===== src/rtl/sc_char_pkg.sv =====
package sc_char_pkg;

  typedef enum logic [1:0] {RX_IDLE, RX_START, RX_BITS, RX_SIGNAL} rx_state_e;

  // Line order: element i is the level of the i-th data bit on the wire.
  // The mapping is its own inverse, so the receiver uses it to restore data.
  function automatic logic [7:0] sc_map(input logic [7:0] v, input logic msb, input logic inv);
    logic [7:0] o;
    for (int i = 0; i < 8; i++) o[i] = (msb ? v[7-i] : v[i]) ^ inv;
    return o;
  endfunction

  function automatic logic sc_even_par(input logic [7:0] v);
    return ^v;
  endfunction

endpackage


===== src/rtl/sc_char_tx.sv =====
module sc_char_tx
  import sc_char_pkg::*;
#(
  parameter int DIV_W  = 16,
  parameter int GEXT_W = 8
) (
  input  logic              clk,
  input  logic              rst_n,
  input  logic              start,
  input  logic              t1,
  input  logic              msb_first,
  input  logic              invert,
  input  logic              last_char,
  input  logic [DIV_W-1:0]  div,
  input  logic [GEXT_W-1:0] gext,
  input  logic [7:0]        data,
  input  logic              line_s,
  output logic              busy,
  output logic              drive_low,
  output logic              done,
  output logic              retry,
  output logic              lead_evt
);
  localparam int IDX_W     = GEXT_W + 2;
  localparam int FRAME_ETU = 10;

  function automatic logic [IDX_W-1:0] guard_etu(input logic last, input logic [GEXT_W-1:0] ext);
    return last ? IDX_W'(2) : IDX_W'(ext) + IDX_W'(2);
  endfunction

  logic [9:0]       frm;
  logic [IDX_W-1:0] idx, last_idx;
  logic [DIV_W-1:0] cnt;
  logic             etu_end, retry_smp, frame_bit;
  logic [7:0]       line_bits;

  assign lead_evt  = start && !busy;
  assign etu_end   = (cnt == div - DIV_W'(1));
  assign retry_smp = busy && !t1 && (idx == IDX_W'(FRAME_ETU)) && (cnt == (div >> 1));
  assign frame_bit = (idx < IDX_W'(FRAME_ETU)) ? frm[idx[3:0]] : 1'b1;
  assign drive_low = busy && !frame_bit;
  assign line_bits = sc_map(data, msb_first, invert);

  always_ff @(posedge clk or negedge rst_n) begin
    if (!rst_n) begin
      busy     <= 1'b0;
      done     <= 1'b0;
      retry    <= 1'b0;
      cnt      <= '0;
      idx      <= '0;
      last_idx <= '0;
      frm      <= '1;
    end else begin
      done <= 1'b0;
      if (lead_evt) begin
        busy     <= 1'b1;
        cnt      <= '0;
        idx      <= '0;
        retry    <= 1'b0;
        frm      <= {sc_even_par(line_bits), line_bits, 1'b0};
        last_idx <= IDX_W'(FRAME_ETU) + guard_etu(last_char, gext) - IDX_W'(1);
      end else if (busy) begin
        if (etu_end) begin
          cnt <= '0;
          if (idx == last_idx) begin
            busy <= 1'b0;
            done <= 1'b1;
          end else begin
            idx <= idx + IDX_W'(1);
          end
        end else begin
          cnt <= cnt + DIV_W'(1);
        end
        if (retry_smp && !line_s) retry <= 1'b1;
      end
    end
  end

  p_start_bit_low_r2: assert property (@(posedge clk) disable iff (!rst_n)
    $rose(busy) |-> drive_low);
  p_retry_t0_only_r9: assert property (@(posedge clk) disable iff (!rst_n)
    $rose(retry) |-> $past(!t1 && !line_s));
  p_done_ends_busy_r5: assert property (@(posedge clk) disable iff (!rst_n)
    done |-> (!busy && $past(busy)));

endmodule


===== src/rtl/sc_char_rx.sv =====
module sc_char_rx
  import sc_char_pkg::*;
#(
  parameter int DIV_W = 16
) (
  input  logic             clk,
  input  logic             rst_n,
  input  logic             enable,
  input  logic             t1,
  input  logic             msb_first,
  input  logic             invert,
  input  logic [DIV_W-1:0] div,
  input  logic             line_s,
  output logic             busy,
  output logic             valid,
  output logic [7:0]       data,
  output logic             par_err,
  output logic             err_drive,
  output logic             lead_evt
);
  localparam int CNT_W = DIV_W + 1;

  rx_state_e        st;
  logic [CNT_W-1:0] cnt, div_x, half_x;
  logic [3:0]       idx;
  logic [7:0]       sh;
  logic             line_q, bit_smp, start_chk, bad_par;

  assign div_x     = {1'b0, div};
  assign half_x    = {2'b0, div[DIV_W-1:1]};
  assign lead_evt  = enable && (st == RX_IDLE) && line_q && !line_s;
  assign start_chk = (st == RX_START) && (cnt == half_x);
  assign bit_smp   = (st == RX_BITS) && (cnt == div_x - CNT_W'(1));
  assign bad_par   = sc_even_par(sh) ^ line_s;
  assign busy      = (st != RX_IDLE);
  assign err_drive = (st == RX_SIGNAL) && (cnt >= div_x);

  always_ff @(posedge clk or negedge rst_n) begin
    if (!rst_n) begin
      st      <= RX_IDLE;
      cnt     <= '0;
      idx     <= '0;
      sh      <= '0;
      line_q  <= 1'b1;
      valid   <= 1'b0;
      data    <= '0;
      par_err <= 1'b0;
    end else begin
      line_q <= line_s;
      valid  <= 1'b0;
      unique case (st)
        RX_IDLE: if (lead_evt) begin st <= RX_START; cnt <= '0; end
        RX_START: begin
          if (start_chk) begin
            cnt <= '0;
            idx <= '0;
            st  <= line_s ? RX_IDLE : RX_BITS;
          end else cnt <= cnt + CNT_W'(1);
        end
        RX_BITS: begin
          if (bit_smp) begin
            cnt <= '0;
            if (idx == 4'd8) begin
              valid   <= 1'b1;
              data    <= sc_map(sh, msb_first, invert);
              par_err <= bad_par;
              st      <= (bad_par && !t1) ? RX_SIGNAL : RX_IDLE;
            end else begin
              sh[idx[2:0]] <= line_s;
              idx          <= idx + 4'd1;
            end
          end else cnt <= cnt + CNT_W'(1);
        end
        RX_SIGNAL: begin
          if (cnt == (div_x << 1) - CNT_W'(1)) begin
            cnt <= '0;
            st  <= RX_IDLE;
          end else cnt <= cnt + CNT_W'(1);
        end
        default: st <= RX_IDLE;
      endcase
    end
  end

  p_valid_pulse_r6: assert property (@(posedge clk) disable iff (!rst_n)
    valid |=> !valid);
  p_errsig_after_bad_par_r8: assert property (@(posedge clk) disable iff (!rst_n)
    $rose(err_drive) |-> par_err);
  p_reject_glitch_r7: assert property (@(posedge clk) disable iff (!rst_n)
    (start_chk && line_s) |=> (st == RX_IDLE && !valid));

endmodule


===== src/rtl/sc_char_wait.sv =====
module sc_char_wait #(
  parameter int DIV_W = 16,
  parameter int LIM_W = 16
) (
  input  logic             clk,
  input  logic             rst_n,
  input  logic             clr,
  input  logic             lead,
  input  logic [DIV_W-1:0] div,
  input  logic [LIM_W-1:0] limit,
  output logic             wait_err
);
  logic             armed, etu_tick;
  logic [DIV_W-1:0] pre;
  logic [LIM_W-1:0] cnt;

  assign etu_tick = armed && (pre == div - DIV_W'(1));

  always_ff @(posedge clk or negedge rst_n) begin
    if (!rst_n) begin
      armed <= 1'b0; pre <= '0; cnt <= '0; wait_err <= 1'b0;
    end else if (clr) begin
      armed <= 1'b0; pre <= '0; cnt <= '0; wait_err <= 1'b0;
    end else if (lead) begin
      armed <= 1'b1; pre <= '0; cnt <= '0;
    end else if (armed && !wait_err) begin
      if (etu_tick) begin
        pre <= '0;
        cnt <= cnt + LIM_W'(1);
        if (cnt == limit - LIM_W'(1)) wait_err <= 1'b1;
      end else pre <= pre + DIV_W'(1);
    end
  end

  p_clr_holds_r11: assert property (@(posedge clk) disable iff (!rst_n)
    clr |=> !wait_err);
  p_err_sticky_r10: assert property (@(posedge clk) disable iff (!rst_n)
    (wait_err && !clr) |=> wait_err);

endmodule


===== src/rtl/sc_char_engine.sv =====
module sc_char_engine #(
  parameter int DIV_W  = 16,
  parameter int GEXT_W = 8,
  parameter int LIM_W  = 16
) (
  input  logic              clk,
  input  logic              rst_n,
  input  logic              cfg_t1,
  input  logic              cfg_msb_first,
  input  logic              cfg_invert,
  input  logic              cfg_last_char,
  input  logic              cfg_wait_clr,
  input  logic [DIV_W-1:0]  cfg_etu_div,
  input  logic [GEXT_W-1:0] cfg_guard_ext,
  input  logic [LIM_W-1:0]  cfg_wait_limit,
  input  logic              tx_start,
  input  logic [7:0]        tx_data,
  output logic              tx_busy,
  output logic              tx_done,
  output logic              tx_retry,
  output logic              rx_valid,
  output logic [7:0]        rx_data,
  output logic              rx_parity_err,
  output logic              wait_err,
  input  logic              line_in,
  output logic              line_drive_low
);
  logic [1:0] sync_q;
  logic       line_s, rx_busy, tx_drive, rx_drive, tx_lead, rx_lead, tx_go;

  always_ff @(posedge clk or negedge rst_n) begin
    if (!rst_n) sync_q <= 2'b11;
    else        sync_q <= {sync_q[0], line_in};
  end
  assign line_s = sync_q[1];
  assign tx_go  = tx_start && !rx_busy;

  sc_char_tx #(.DIV_W(DIV_W), .GEXT_W(GEXT_W)) u_tx (
    .clk(clk), .rst_n(rst_n), .start(tx_go), .t1(cfg_t1),
    .msb_first(cfg_msb_first), .invert(cfg_invert), .last_char(cfg_last_char),
    .div(cfg_etu_div), .gext(cfg_guard_ext), .data(tx_data), .line_s(line_s),
    .busy(tx_busy), .drive_low(tx_drive), .done(tx_done), .retry(tx_retry),
    .lead_evt(tx_lead)
  );

  sc_char_rx #(.DIV_W(DIV_W)) u_rx (
    .clk(clk), .rst_n(rst_n), .enable(!tx_busy), .t1(cfg_t1),
    .msb_first(cfg_msb_first), .invert(cfg_invert), .div(cfg_etu_div),
    .line_s(line_s), .busy(rx_busy), .valid(rx_valid), .data(rx_data),
    .par_err(rx_parity_err), .err_drive(rx_drive), .lead_evt(rx_lead)
  );

  sc_char_wait #(.DIV_W(DIV_W), .LIM_W(LIM_W)) u_wait (
    .clk(clk), .rst_n(rst_n), .clr(cfg_wait_clr), .lead(tx_lead || rx_lead),
    .div(cfg_etu_div), .limit(cfg_wait_limit), .wait_err(wait_err)
  );

  assign line_drive_low = tx_drive || rx_drive;

  p_half_duplex_r2: assert property (@(posedge clk) disable iff (!rst_n)
    !(tx_busy && rx_busy));

endmodule


===== config.mk =====
export PLATFORM = sky130hd
export DESIGN_NAME = sc_char_engine
export DESIGN_NICKNAME = d
export VERILOG_FILES = /design/src/rtl/sc_char_pkg.sv /design/src/rtl/sc_char_tx.sv /design/src/rtl/sc_char_rx.sv /design/src/rtl/sc_char_wait.sv /design/src/rtl/sc_char_engine.sv
export SDC_FILE = /design/constraint.sdc
export NUM_CORES = 1
export LEC_CHECK = 0
export BUFFER_PORTS_ARGS = -buffer_cell sky130_fd_sc_hd__buf_2
export CAP_MARGIN = 10
export CORE_MARGIN = 4
export CORE_UTILIZATION = 50
export DETAILED_ROUTE_END_ITERATION = 12
export PLACE_DENSITY = 0.72
export SYNTH_ARGS = -nofsm -noshare
export SYNTH_HDL_FRONTEND = slang
export SYNTH_SLANG_ARGS = --single-unit

===== constraint.sdc =====
create_clock -name clk -period 3.98 [get_ports clk]
set_input_delay 0.597 -clock clk [delete_from_list [all_inputs] [get_ports clk]]
set_output_delay 0.597 -clock clk [all_outputs]
set_load 0.02 [all_outputs]

==> out/qor.yml <==
run_status:
  status: "completed"
critical_path:
  crit_chain: "buf_2, buf_4, inv_1, ha_1, nand4_1, nor2_1, a211oi_1, o21ai_0, a221o_1, a21o_1, a21oi_1, o22ai_1, buf_2"
  start_kind: "input port"
  cp.arrival_ps: 3210
  cpPeakStageDelay_ps: 370
  critPathBufInv: 4
  critPathCaptureType: "output port"
  cp_top_family: "compound AO/OA/AOI/OAI gates"
  crit_type: "input port to output port"
  cp_slowest_cell: "a221o_1"
  critPathMostFrequentCell: "buf_2"
  critical_path.max_fanout: 9
  critical_path_required_ps: 3380
synth:
  yosys_warnings: 0
  ys_async_sr_fraction_pct: 100
  syn_inst: 1167
  synth_most_common_cell: "xnor2_1"
  syn-cell-area_sq_um: 10400
  synth_top_area_cell: "dfrtp_1"
  ys_seq_area_share_pct: 30.8
  syn_avg_cell_area_sq_um: 8.89
  synth.distinct_cells: 78
  synth_ff_type: "dfrtp_1"
  yosys-top-cells-area: "dfrtp_1 (27%), xnor2_1 (9.7%), xnor3_1 (5.2%), xor2_1 (5.1%), nand2_1 (3.4%)"
  synth_top_cell_area_share_pct: 27.5
  yosys-top-cells-count: "xnor2_1 (115), dfrtp_1 (114), nand2_1 (94)"
  synth_edf_count: 0
  synth_nets: 1251
  synth-seq-cells: 127
global_routing:
  grt_antenna_before_repair: 0
  grt_pass1_wl_mm: 44.6
  overflow: 0
  grt_max_degree: 97
  grt_pass1_vias: 8586
  globalRouteTotalUtil_pct: 23.0
placed_design:
  port_buffers: 71
  preCtsSetupSlack_ps: -107
  gp_congestion: 0.953
  dpl_cell_area_sq_um: 11100
  place_hpwl_mm: 19.5
timing:
  clock_skew_ps: 14.5
  setup_violations: 0
  fin_crit_ps: 3810
  hold_viol_final: 0
  timing.fmax_mhz: 263
  setup_tns_ps: 0
  slew_headroom_pct: 28.1
  fin_ws_ps: 174
  worst_pin_slew_ps: 1070
  fin_crit_sh_pct: 95.6
  rsz0062_at_grt: "no"
  drv_slew: 0
pwr:
  power_uw: 3530
  leakage_uw: 0.00513
  peakVddDrop_v: 0.000283
  power_density_nw_per_um2: 303
clocking:
  postCtsSetupBuffers: 0
  clk_path_buf_depth: 2
  cts_resized: 0
  cts_inserted_buffers: 17
  ctsHoldBuffers: 0
  cts_tree: "yes"
  clock_sinks: 127
  root_buffer: "clkbuf_16"
  clock_latency_ps: 430
  clk_pin_slew_ps: 60
  htree_levels: 4
die:
  ioPinCount: 72
  dieArea_sq_um: 23100
  core_sq_um: 20300
  initial_core_util_pct: 51.1
  die_w_um: 152
  rows: 52
  dieHeight_um: 152
drt:
  drt_iter0_drc: 892
  drc: 0
  wl_mm: 26.8
  wl_per_cell_um: 17.8
  vias_per_cell: 5.93
  ant_nets: 0
  vias: 8895
  dr.pass1.iters: 5
final_layout:
  nets: 1301
  final_area_sq_um: 11700
  fin_util_pct: 57.5
  drive_gt1_share_pct: 16.7
  antennaDiodeCount: 0
  area_growth_pct: 12.4
min_path:
  min_path_type: "input port to flip-flop"
flow_run:
  cap_viol_max_count: 0
## where the power goes
part           total [uW]  internal [uW]  leakage (uW)  switching, uW
clock                1530            890      0.000278            639
combinational         599            290       0.00315            310
sequential           1410           1320       0.00170           83.8
## registers in the layout, summed over array words and instances (netlist names), 2 cells and up
name and count:
u_rx.cnt 17, u_tx.idx 10, u_tx.last_idx 10, u_rx.sh 8
u_wait.pre 16, u_rx.st 2, u_rx.idx 4, u_tx.cnt 16
u_tx.frm 10, sync_q 2, u_rx.data 8, u_wait.cnt 16
## layer usage
metal	global-route usage, %	up-vias	wire length (um)
li1	-	4263	-
met1	31.7	4239	11800
met2	37.6	342	12600
met3	4.01	51	1840
met4	6.51	0	503
met5	0	-	0
## area by class of cell
| type | instances | area, sq um |
|---|---|---|
| tap | 270 | 338 |
| timing repair buffer | 115 | 704 |
| fill | 1800 | 8630 |
| clock inverter | 13 | 130 |
| inverter | 35 | 131 |
| multi-input combinational | 921 | 6730 |
| clock buffer | 19 | 443 |
| sequential | 127 | 3200 |
## cell usage in the layout, fill, tap and decap left out, types with 35 or more instances in the layout
cell     instances
xor2_1          61
nor2_1          80
o21ai_0         57
nand2_1         94
inv_1           35
nand3_1         49
nand4_1         45
buf_2           70
xnor2_1        115
buf_4           43
dfrtp_1        113
## per-stage QoR
stage          hold slack (ps)  cells
3_3_place_gp               346   1468
6_report                   268   1500
2_1_floorplan              301   1167
5_1_grt                    250   1500
3_5_place_dp               348   1468
4_1_cts                    246   1500
## final timing paths
path                                               from                  endpoint  depth (start not counted)  slack, ps
min in group asynchronous                         rst_n  u_tx.cnt[10]$_DFFE_PN0P_                          1        290
worst min register to register      sync_q[0]$_DFF_PN1_       sync_q[1]$_DFF_PN1_                          0        360
worst min-delay path                            line_in       sync_q[0]$_DFF_PN1_                          1        270
worst max-delay path                     cfg_etu_div[4]            line_drive_low                         13        170
max in group asynchronous                         rst_n   u_tx.frm[8]$_DFFE_PN1P_                          2       2840
worst max register to register  u_rx.cnt[0]$_DFFE_PN0N_  u_rx.data[1]$_DFFE_PN0P_                          9        690
## logic make-up after synthesis
logic type | Yosys count | synth area share [%]
flip-flops | 127 | 30.8
AND/OR/NAND/NOR | 455 | 24.0
AO/OA/AOI/OAI | 187 | 11.8
XOR/XNOR | 201 | 20.3
adder cells (fa/ha/maj) | 27 | 3.26
multiplexers | 51 | 5.40
buffers and inverters | 119 | 4.45
No activity file was read; power rests on OpenSTA's default activity.
